[config.mk]
export PLATFORM = sky130hd
export DESIGN_NAME = remap_window_dec
export DESIGN_NICKNAME = d
export VERILOG_FILES = /design/src/rtl/remap_pkg.sv /design/src/rtl/remap_cfg_regs.sv /design/src/rtl/remap_win_cmp.sv /design/src/rtl/remap_reloc_out.sv /design/src/rtl/remap_window_dec.sv
export SDC_FILE = /design/constraint.sdc
export NUM_CORES = 1
export LEC_CHECK = 0
export ABC_AREA = 1
export BUFFER_PORTS_ARGS = -buffer_cell sky130_fd_sc_hd__buf_2
export CAP_MARGIN = 20
export CORE_ASPECT_RATIO = 1.1
export CORE_MARGIN = 4
export CORE_UTILIZATION = 49
export DETAILED_ROUTE_END_ITERATION = 12
export GPL_ROUTABILITY_DRIVEN = 0
export PLACE_DENSITY = 0.79
export SLEW_MARGIN = 25
export SYNTH_ARGS = -nofsm -noshare
export SYNTH_HDL_FRONTEND = slang
export SYNTH_SLANG_ARGS = --single-unit
[constraint.sdc]
create_clock -name clk -period 1.75 [get_ports clk]
set_input_delay 0.2625 -clock clk [delete_from_list [all_inputs] [get_ports clk]]
set_output_delay 0.2625 -clock clk [all_outputs]
set_load 0.05 [all_outputs]
[src/rtl/remap_pkg.sv]
package remap_pkg;

    localparam int ADDR_W = 36;
    localparam int GRAN_W = 26;
    localparam int FLD_W  = ADDR_W - GRAN_W;
    localparam int REG_W  = 16;

    typedef enum logic {
        SEL_LOWER = 1'b0,
        SEL_UPPER = 1'b1
    } fld_sel_e;

    typedef struct packed {
        logic [FLD_W-1:0] lower;
        logic [FLD_W-1:0] upper;
    } window_t;

    // first byte covered by the lower block
    function automatic logic [ADDR_W-1:0] win_floor(input logic [FLD_W-1:0] blk);
        return {blk, {GRAN_W{1'b0}}};
    endfunction

    // last byte covered by the upper block
    function automatic logic [ADDR_W-1:0] win_ceil(input logic [FLD_W-1:0] blk);
        return {blk, {GRAN_W{1'b1}}};
    endfunction

    function automatic logic [REG_W-1:0] zext_fld(input logic [FLD_W-1:0] f);
        return {{(REG_W-FLD_W){1'b0}}, f};
    endfunction

endpackage

[src/rtl/remap_cfg_regs.sv]
module remap_cfg_regs
    import remap_pkg::*;
(
    input  logic             clk,
    input  logic             rst,
    input  logic             wr_en,
    input  fld_sel_e         wr_sel,
    input  logic [REG_W-1:0] wr_data,
    input  logic             lock_in,
    input  fld_sel_e         rd_sel,
    output logic [REG_W-1:0] rd_data,
    output window_t          win
);

    window_t win_q;
    logic    lock_q;
    logic    wr_ok;

    assign wr_ok = wr_en && !lock_q && !lock_in;

    always_ff @(posedge clk) begin
        if (rst) begin
            win_q  <= '0;
            lock_q <= 1'b0;
        end else begin
            lock_q <= lock_q | lock_in;
            if (wr_ok) begin
                if (wr_sel == SEL_UPPER) win_q.upper <= wr_data[FLD_W-1:0];
                else                     win_q.lower <= wr_data[FLD_W-1:0];
            end
        end
    end

    always_comb begin
        rd_data = zext_fld((rd_sel == SEL_UPPER) ? win_q.upper : win_q.lower);
    end

    assign win = win_q;

    // once locked, the lock never clears before reset
    assert_lock_sticky_R6: assert property (@(posedge clk) disable iff (rst)
        lock_q |=> lock_q);

    // fields are frozen while locked
    assert_lock_freeze_R6: assert property (@(posedge clk) disable iff (rst)
        (lock_q || lock_in) |=> $stable(win_q));

endmodule

[src/rtl/remap_win_cmp.sv]
module remap_win_cmp
    import remap_pkg::*;
(
    input  window_t           win,
    input  logic [ADDR_W-1:0] addr,
    output logic              hit
);

    logic enabled;
    logic above_floor;
    logic below_ceil;

    always_comb begin
        enabled     = (win.upper >= win.lower);
        above_floor = (addr >= win_floor(win.lower));
        below_ceil  = (addr <= win_ceil(win.upper));
        hit         = enabled && above_floor && below_ceil;
    end

endmodule

[src/rtl/remap_reloc_out.sv]
module remap_reloc_out
    import remap_pkg::*;
#(
    parameter int OFS_BLK = 16
) (
    input  logic              clk,
    input  logic              rst,
    input  logic              hit_c,
    input  logic [ADDR_W-1:0] addr,
    output logic              hit_q,
    output logic [ADDR_W-1:0] addr_q
);

    localparam logic [ADDR_W-1:0] OFS = ADDR_W'(OFS_BLK) << GRAN_W;

    always_ff @(posedge clk) begin
        if (rst) begin
            hit_q  <= 1'b0;
            addr_q <= '0;
        end else begin
            hit_q  <= hit_c;
            addr_q <= hit_c ? (addr + OFS) : addr;
        end
    end

endmodule

[src/rtl/remap_window_dec.sv]
module remap_window_dec
    import remap_pkg::*;
#(
    parameter int OFS_BLK = 16
) (
    input  logic                 clk,
    input  logic                 rst,
    input  logic                 cfg_wr_en,
    input  logic                 cfg_wr_sel,
    input  logic [REG_W-1:0]     cfg_wr_data,
    input  logic                 cfg_lock,
    input  logic                 cfg_rd_sel,
    output logic [REG_W-1:0]     cfg_rd_data,
    input  logic [ADDR_W-1:0]    addr_in,
    output logic                 hit_o,
    output logic [ADDR_W-1:0]    addr_o
);

    localparam logic [ADDR_W-1:0] OFS = ADDR_W'(OFS_BLK) << GRAN_W;

    window_t win;
    logic    hit_c;

    remap_cfg_regs u_regs (
        .clk     (clk),
        .rst     (rst),
        .wr_en   (cfg_wr_en),
        .wr_sel  (fld_sel_e'(cfg_wr_sel)),
        .wr_data (cfg_wr_data),
        .lock_in (cfg_lock),
        .rd_sel  (fld_sel_e'(cfg_rd_sel)),
        .rd_data (cfg_rd_data),
        .win     (win)
    );

    remap_win_cmp u_cmp (
        .win  (win),
        .addr (addr_in),
        .hit  (hit_c)
    );

    remap_reloc_out #(.OFS_BLK(OFS_BLK)) u_out (
        .clk    (clk),
        .rst    (rst),
        .hit_c  (hit_c),
        .addr   (addr_in),
        .hit_q  (hit_o),
        .addr_q (addr_o)
    );

    // an inverted window never yields a hit on the next cycle
    assert_inverted_nohit_R5: assert property (@(posedge clk) disable iff (rst)
        (win.upper < win.lower) |=> !hit_o);

    // a hit never lies above the upper block
    assert_upper_bound_R4: assert property (@(posedge clk) disable iff (rst)
        1'b1 |=> (!hit_o || ($past(addr_in[ADDR_W-1:GRAN_W]) <= $past(win.upper))));

    // a hit never lies below the lower block
    assert_lower_bound_R3: assert property (@(posedge clk) disable iff (rst)
        1'b1 |=> (!hit_o || ($past(addr_in[ADDR_W-1:GRAN_W]) >= $past(win.lower))));

    // output differs from the presented address by the offset or not at all
    assert_reloc_R8: assert property (@(posedge clk) disable iff (rst)
        1'b1 |=> ((addr_o - $past(addr_in)) == (hit_o ? OFS : '0)));

endmodule

-- After elaboration in Yosys (flattened, before gate mapping)
Cells that the tools add are included.
Widths: inputs -> output; s select.
- register bits after elaboration: 58
- memories kept: 0
- bits in writable memories: 0
- ROM bits: 0
- bits in latches: 0
- logic and storage cells: 21
- input port bits: 58
- output and inout port bits: 53
- shift-type cells: 0
- eq/ne operators: 0
- bitwise gates (word level): 2
- reduce and logical (&&, ||, !) cells: 8
- add/subtract/negate cells: 1
- order comparisons: 3
- multipliers: 0
- mux-type cells: 2
- div/mod/pow operators: 0
- operators with widths (operator ; count):
    $add 36x31->36 const B ; 1
    $ge 36x36->1 ; 1
    $le 36x36->1 ; 1
    $mux 36 ; 1
    $ge 10x10->1 ; 1
    $mux 10 ; 1
    $logic_and 1x1->1 ; 4
    $reduce_and 2->1 ; 2
    $logic_not 1->1 ; 2
    $not 1->1 ; 1
    $or 1x1->1 ; 1

-- Depth between registers and ports, before layout
Gate-level depths: netlist (run 1).
- word-level depth: 4
- mapped depth: 14
- mapped depth without buffers: 14

-- Cells and area by module
From an unflattened synthesis (run 1), not the netlist that was laid out.
- cell total of the unflattened synthesis: 494
- area, all modules: 3328.2 um^2
- modules (own cells, without submodules) (module ; seq. area each (um^2) ; cells an instance ; times used ; area each (um^2)):
    remap_cfg_regs ; 420.4 ; 194 ; 1 ; 1237.4
    remap_reloc_out ; 740.7 ; 130 ; 1 ; 1119.8
    remap_win_cmp ; 0.0 ; 170 ; 1 ; 970.9

-- Least setup slack after synthesis (run 1)
OpenSTA, ideal clock, no wires.
- path type: input -> output
- start: input port cfg_rd_sel
- end: output port cfg_rd_data[0]
- buffers on the path: 1
- data required time: 1487 ps
- stages on the path: 2
- setup slack: -43 ps
- data arrival time: 1531 ps
- path through: clkbuf_1 -> o21ai_0
- word-level cells in the longest chain between the ends: 1
- RTL lines (what ; RTL line ; text):
    start: declaration ; remap_window_dec.sv:12 ; input logic cfg_rd_sel,
    $mux 10 ; remap_cfg_regs.sv:35 ; rd_data = zext_fld((rd_sel == SEL_UPPER) ? win_q.upper : win_q.lower);
    end: declaration ; remap_window_dec.sv:13 ; output logic [REG_W-1:0] cfg_rd_data,
Every way passes these cells.

-- Worst setup path after layout (run 1)
- start: register u_regs.win_q, in the netlist u_regs.win[8]
- end: register u_out.addr_q[31]
- word-level cells in the longest chain between the ends: 4
- elaborated cells on any way between the ends: 5
- those cells by class: order compare: 2; mux: 1; reduce/logical: 2
- RTL lines (what ; RTL line ; text):
    start: declaration ; remap_cfg_regs.sv:15 ; window_t win_q;
    parallel branches: the longest is 2 deep, another holds $le 36x36->1 ; -- ;
    $logic_and 1x1->1 (*) ; remap_win_cmp.sv:17 ; hit = enabled && above_floor && below_ceil;
    $mux 36 (*) ; remap_reloc_out.sv:22 ; addr_q <= hit_c ? (addr + OFS) : addr;
    end signal: assignment ; remap_reloc_out.sv:22 ;
    end: declaration ; remap_reloc_out.sv:11 ; output logic [ADDR_W-1:0] addr_q
Every way passes the cells marked *.
A chain may end at the register's enable or synchronous reset.

==> results of run 1 <==
==> critical path, cell delays in order (launching register included) <==
cell and delay [ps]:
dfxtp_2 340, inv_1 60, ha_1 300, nand2_2 90
nor2_4 130, and2_4 150, nand3_2 90, nand2_4 110
nand2_2 70, inv_2 80, nand3_1 70, nand2_1 80
nor2_1 50
==> repair_timing <==
item,CTS,global route
hold endpoints to repair,0,0
setup buffers,0,5
hold buffers,0,0
resized for setup,0,56
setup endpoints to repair,0,6
==> sequential cells by signal, summed over array words and instances (netlist names) <==
register       count
u_out.hit_q        1
u_regs.win        20
u_regs.lock_q      1
u_out.addr_q      36
==> through the flow <==
stage	cell area, um^2	utilization (%)	hold WS [ps]
after floorplan	3070	-	369
after global placement	3590	60.8	450
after detailed placement	3590	60.8	482
after CTS	3870	65.4	124
after global routing	4150	70.1	127
final	4150	70.1	137
==> kinds of logic after synthesis <==
family	count (synthesis)
AO/OA/AOI/OAI	63
XOR/XNOR	3
adder cells (fa/ha/maj)	31
buffers and inverters	88
flip-flops	58
other	1
AND/OR/NAND/NOR	182
==> where the power goes <==
part	total, mW	internal [mW]	leakage, nW	switching [mW]
Sequential	1.42	1.40	0.484	0.0254
Combinational	0.972	0.307	1.47	0.664
Clock	1.69	1.13	0.133	0.553
==> per-layer routing <==
| metal | track usage (%) | share of wire (%) | vias up |
|---|---|---|---|
| met2 | 34.5 | 49 | 102 |
| met3 | 6.20 | 6.9 | 19 |
| met4 | 7.90 | 2.3 | 0 |
| met1 | 21.8 | 41 | 1363 |
| li1 | - | - | 1532 |
| met5 | 0 | 0 | - |
==> final timing paths <==
path	start	endpoint	slack, ps
setup / recovery	u_regs.win[8]	u_out.addr_q[31]	20
hold / removal	addr_in[1]	u_out.addr_q[1]	140
setup reg to reg	u_regs.win[8]	u_out.addr_q[31]	20
hold reg to reg	u_regs.win[2]	u_regs.win[2]	470
==> layout make-up <==
type | count | area [um^2] | area share (%)
Multi-Input combinational cell | 285 | 1780 | 42.9
Tap cell | 77 | 96.3 | 2.32
Sequential cell | 58 | 1170 | 28.3
Clock buffer | 10 | 138 | 3.32
Clock inverter | 6 | 136 | 3.29
Timing Repair Buffer | 107 | 558 | 13.5
Inverter | 70 | 264 | 6.37
==> cells in the final DEF, fill, tap and decap left out, types with 2 or more instances in the layout <==
| master | synthesis | routed |
|---|---|---|
| clkbuf_8 | 0 | 10 |
| a21oi_2 | 1 | 2 |
| buf_4 | 6 | 9 |
| nor2_4 | 2 | 5 |
| ha_4 | 0 | 12 |
| nand2_1 | 89 | 81 |
| ha_1 | 31 | 19 |
| o21ai_0 | 30 | 30 |
| bufinv_16 | 0 | 4 |
| xnor2_1 | 2 | 2 |
| a21o_1 | 2 | 2 |
| inv_1 | 64 | 51 |
| nand2_4 | 2 | 3 |
| conb_1 | 1 | 6 |
| inv_2 | 5 | 18 |
| nand4_1 | 4 | 4 |
| nand3_1 | 10 | 8 |
| buf_2 | 0 | 98 |
| dfxtp_2 | 0 | 8 |
| dfxtp_1 | 58 | 49 |
| a21oi_1 | 29 | 28 |
| nand2_2 | 1 | 8 |
| nand3_2 | 2 | 4 |
| nor2_1 | 64 | 60 |
| nor2_2 | 4 | 5 |
==> run metrics, run 1 <==
Initial Util=51.6%; clock sinks=58; Pwr Total=4.08 mW; register area share after synthesis=38.1%; vias in the first global route=2801; die height=90.7 um; DR pass1 iterations=4; Core ar.=5910 um^2; outcome=finished clean; worst hold stages=3; Hold Path Class=in2reg; ys async rst share=0%; ranking of synthesized cells by area=dfxtp_1 38%, ha_1 13%, nand2_1 11%, inv_1 7.9%, nor2_1 7.9%; complex-gate fraction of the synthesized area=10.7%; YS warnings=0; Fill cells=476; skew final=7.94 ps; achievable frequency=0.580 GHz; Max-slew headroom=59.5%; antenna cells=0; CTS tree=built; via/cell ratio=4.92; Max-Cap Viols=0; Post-synth top cells=89 x nand2_1, 64 x inv_1, 64 x nor2_1; FP Rows=29; Final min period=1730 ps; dpl ws=1.54 ps; clk slew on worst S/H paths=70 ps; clk_lat worst skew=340 ps; Layout area overhead=35.9%; setup ws final=24.6 ps; WP data arrival=1960 ps; PD cells=984 nW/um^2; Initial DRC Count=93; syn avg cell area=7.16 um^2; Total GRT Usage=19.6%; cell with the most instances after synthesis=nand2_1; Hold Fails Final Rpt=0; Post-DP HPWL=5.54 mm; fin. max-slew vios=0; mux cell area share after synthesis=0%; layout cells sized above 1=36.0%; Clock Path Buffers=2; clock root buffer master=clkbuf_8; number of synthesized flops with an enable pin=0; non-filler cells in the finished layout=613; Final Setup Violations=0; H-tree depth=3; post-synth top area share=38.1%; register bit count reported by yosys=58; cell area after synthesis=3050 um^2; IO Port Bufs=98; largest net degree at the start of global routing=36; placed cell count=592; vias after detailed routing=3016; Nets=620; drt drc=0; CP Class=reg2reg; initial antenna violation count=0; Top FF cell, synth=dfxtp_1; VDD IR max=892 uV; unrepaired setup endpoints after global routing=yes; r2r worst-path depth=12; synthesized instance count=426; Synth cell types=29; period utilization=98.6%; Die Width=83.2 um; largest family of logic cells by synthesized area=simple AND/OR/NAND/NOR gates; type of destination of the critical path=flop; Worst setup SP type=flop; Routed WL per cell=12.8 um; Critical Path Fanout Max=4; total CTS buffers=9; Fin Setup TNS=0 ps; I/O pins=111; number of nets with antenna violations after routing=0; adder-cell share of the synthesized area=12.7%; Synth Area in Simple Gates=25.9%; WL final=7.82 mm; Die Footprint=7550 um^2; worst path required time=1990 ps; Synth Area in XOR/XNOR=0.862%; worst slew pin tran=607 ps; first-pass GRT wire length=12.0 mm; leak pwr=2.09 nW; grt total ovfl=0; leading area contributor after synthesis=dfxtp_1
No activity file was read; power rests on OpenSTA's default activity.
==> inputs of run 2 (changes only) <==
--- a/config.mk
+++ b/config.mk
@@ -8,12 +8,14 @@
 export ABC_AREA = 1
 export BUFFER_PORTS_ARGS = -buffer_cell sky130_fd_sc_hd__buf_2
 export CAP_MARGIN = 20
+export CELL_PAD_IN_SITES_DETAIL_PLACEMENT = 1
+export CELL_PAD_IN_SITES_GLOBAL_PLACEMENT = 2
 export CORE_ASPECT_RATIO = 1.1
 export CORE_MARGIN = 4
-export CORE_UTILIZATION = 49
+export CORE_UTILIZATION = 26
 export DETAILED_ROUTE_END_ITERATION = 12
 export GPL_ROUTABILITY_DRIVEN = 0
-export PLACE_DENSITY = 0.79
+export PLACE_DENSITY_LB_ADDON = 0.1
 export SLEW_MARGIN = 25
 export SYNTH_ARGS = -nofsm -noshare
 export SYNTH_HDL_FRONTEND = slang
==> run 2 against run 1 <==
Effect of this change:
- utilization is 32 points lower
- clock skew fell by 4.0 ps
- critical endpoint unchanged
- critical path depth shrank 2
- hold slack improved by 26 ps
- clock power up 4%
- largest power group unchanged
- routed wire length is 17% higher
- global-route usage shrank 5.4 points
- clock-buffer cell count grew 1
- highest routed layer unchanged
==> run metrics, run 2 (synthesis gave the netlist of run 1 again) <==
Max-Cap Viols=0 (unchanged); vias in the first global route=3216 (+15%); Total GRT Usage=14.2% (-5.4 points); top sig layer=met4; unrepaired setup endpoints after global routing=yes; total CTS buffers=9 (unchanged); Worst R2R End=u_out.addr_q[31]; flop-to-flop setup slack=90 ps (+60 ps); grt total ovfl=0 (unchanged); drt drc=0 (unchanged); antenna cells=0 (unchanged); commonest non-fill, non-tap cell in the layout=buf_2; dpl ws=-38.3 ps (-39.8 ps); fin. max-slew vios=0 (unchanged); VDD IR max=323 uV (-64%); Critical Path Fanout Max=5 (+1); initial antenna violation count=0 (unchanged); Routed WL per cell=13.1 um (+2.8%); Final Core Density=38.0% (-32 points); r2r worst-path depth=10 (-2); worst path required time=1970 ps (-20 ps); Max stage delay on crit path=330 ps (about the same); period utilization=94.9% (-3.7 points); I/O pins=111 (unchanged); layout cells sized above 1=39.1% (+3.1 points); worst setup path endpoint=u_out.addr_q[31]; Initial DRC Count=108 (+16%); Critical R2R Launch=u_regs.win[15]; skew final=3.96 ps (-3.98 ps); Die Width=111 um (+34%); Final min period=1660 ps (-64.3 ps); Fill cells=1468 (+210%); Multi-input gate area=1790 um^2 (+0.63%); PD cells=959 nW/um^2 (-2.6%); Core ar.=11500 um^2 (+94%); Layout area overhead=43.2%; CP dominant cell by count=nor2_1; Placed Area=3770 um^2 (+4.8%); Clock Path Buffers=2 (unchanged); die height=122 um (+34%); min-delay src=addr_in[1]; number of nets with antenna violations after routing=0 (unchanged); met2 wire len=4.41 mm (+14%); worst-case hold slack=163 ps (+26.1 ps); CP Class=reg2reg; number of flip-flops in the largest register=36 (unchanged); crit path from=u_regs.win[15]; Initial Util=26.5% (-25 points); sequential cell area=1180 um^2 (+0.21%); Die Footprint=13500 um^2 (+79%); ordered list of cells on the worst path=inv_2 > ha_1 > a21oi_1 > nand2_1 > nand2_2 > nand4_4 > nand3_4 > clkinv_2 > nor2_1 > nor2_1; register name with the most flops=u_out.addr_q; vias after detailed routing=2969 (-1.6%); IO Port Bufs=98 (unchanged); Pwr Total=4.19 mW (+2.6%); largest net degree at the start of global routing=36 (unchanged); CTS tree=built; type of destination of the critical path=flop; Hold Fails Final Rpt=0 (unchanged); clk_lat worst skew=320 ps (-20 ps); setup ws final=88.9 ps (+64.3 ps); Post-Layout Inst Area=4370 um^2 (+5.3%); clock sinks=58 (unchanged); via/cell ratio=4.26 (-13%); Final Setup Violations=0 (unchanged); leak pwr=2.17 nW (+3.7%); FP Rows=41 (+41%); Hold Path Class=in2reg; Worst setup SP type=flop; wire length on met1=3.99 mm (+23%); achievable frequency=0.602 GHz (+3.9%); met3 wire len=622 um (+15%); outcome=finished clean; WP data arrival=1880 ps (-80 ps); commonest non-fill, non-tap cells in the layout=98 x buf_2, 80 x nand2_1, 56 x nor2_1, 50 x inv_1, 45 x dfxtp_1; clock root buffer master=clkbuf_16; WL final=9.14 mm (+17%); clk slew on worst S/H paths=50 ps (-20 ps); DR pass1 iterations=4 (unchanged); slowest cell on the critical path=dfxtp_1; Nets=633 (+2.1%); H-tree depth=3 (unchanged); Post-DP HPWL=7.19 mm (+30%); first-pass GRT wire length=15.2 mm (+26%)
[run 2: cell types whose count changed in the layout (fill, tap and decap cells not counted), moves of 2 or more]
cell / previous run / this run
clkbuf_16: 0 / 9
buf_4: 9 / 22
bufinv_16: 4 / 1
dfxtp_2: 8 / 13
dfxtp_1: 49 / 45
clkbuf_8: 10 / 2
nor2_1: 60 / 56
clkinv_2: 1 / 3
nor2_2: 5 / 11
nor2_4: 5 / 3
[run 2: per-stage QoR]
stage,TNS [ps],instances
global route,-170,697
detailed placement,-72.7,676
finish,0,697
CTS,0,690
floorplan,-435,431
global placement,-25.0,676
[run 2: timing repair]
item	CTS	global route
setup endpoints to repair	3	7
hold buffers	0	0
pin swaps	0	23
resized for setup	4	59
buffers inserted	0	7
[run 2: worst min path at each step]
stage,to,depth (start not counted)
2_1_floorplan,u_out.addr_q[16],2
6_report,u_out.addr_q[1],3
4_1_cts,u_out.addr_q[1],3
3_3_place_gp,u_out.addr_q[13],3
5_1_grt,u_out.addr_q[1],3
3_5_place_dp,u_regs.win[3],2
[run 2: cell type report]
| type | count | share of cell area (%) |
|---|---|---|
| Clock buffer | 11 | 5.79 |
| Clock inverter | 3 | 0.917 |
| Inverter | 70 | 6.05 |
| Multi-Input combinational cell | 285 | 41.0 |
| Sequential cell | 58 | 27.0 |
| Tap cell | 150 | 4.30 |
| Timing Repair Buffer | 120 | 15.0 |
[run 2: critical path: cells and delay by family, from the launching register on]
kind,cells,cell delay [ps]
AOI/OAI and AO/OA,1,180
adders and majority gates,1,300
buffers and inverters,2,130
DFF,1,330
and+or+nand+nor,6,620
[run 2: where the power goes]
group / total [mW] / switching, mW / internal [mW]
logic: 1.01 / 0.668 / 0.342
clock network: 1.75 / 0.590 / 1.16
registers: 1.43 / 0.0277 / 1.40
[run 2: per-layer routing]
layer	up-vias	track usage, %
li1	1546	-
met1	1350	16.8
met2	66	23.8
met3	7	5.41
met4	0	4.79
met5	-	0
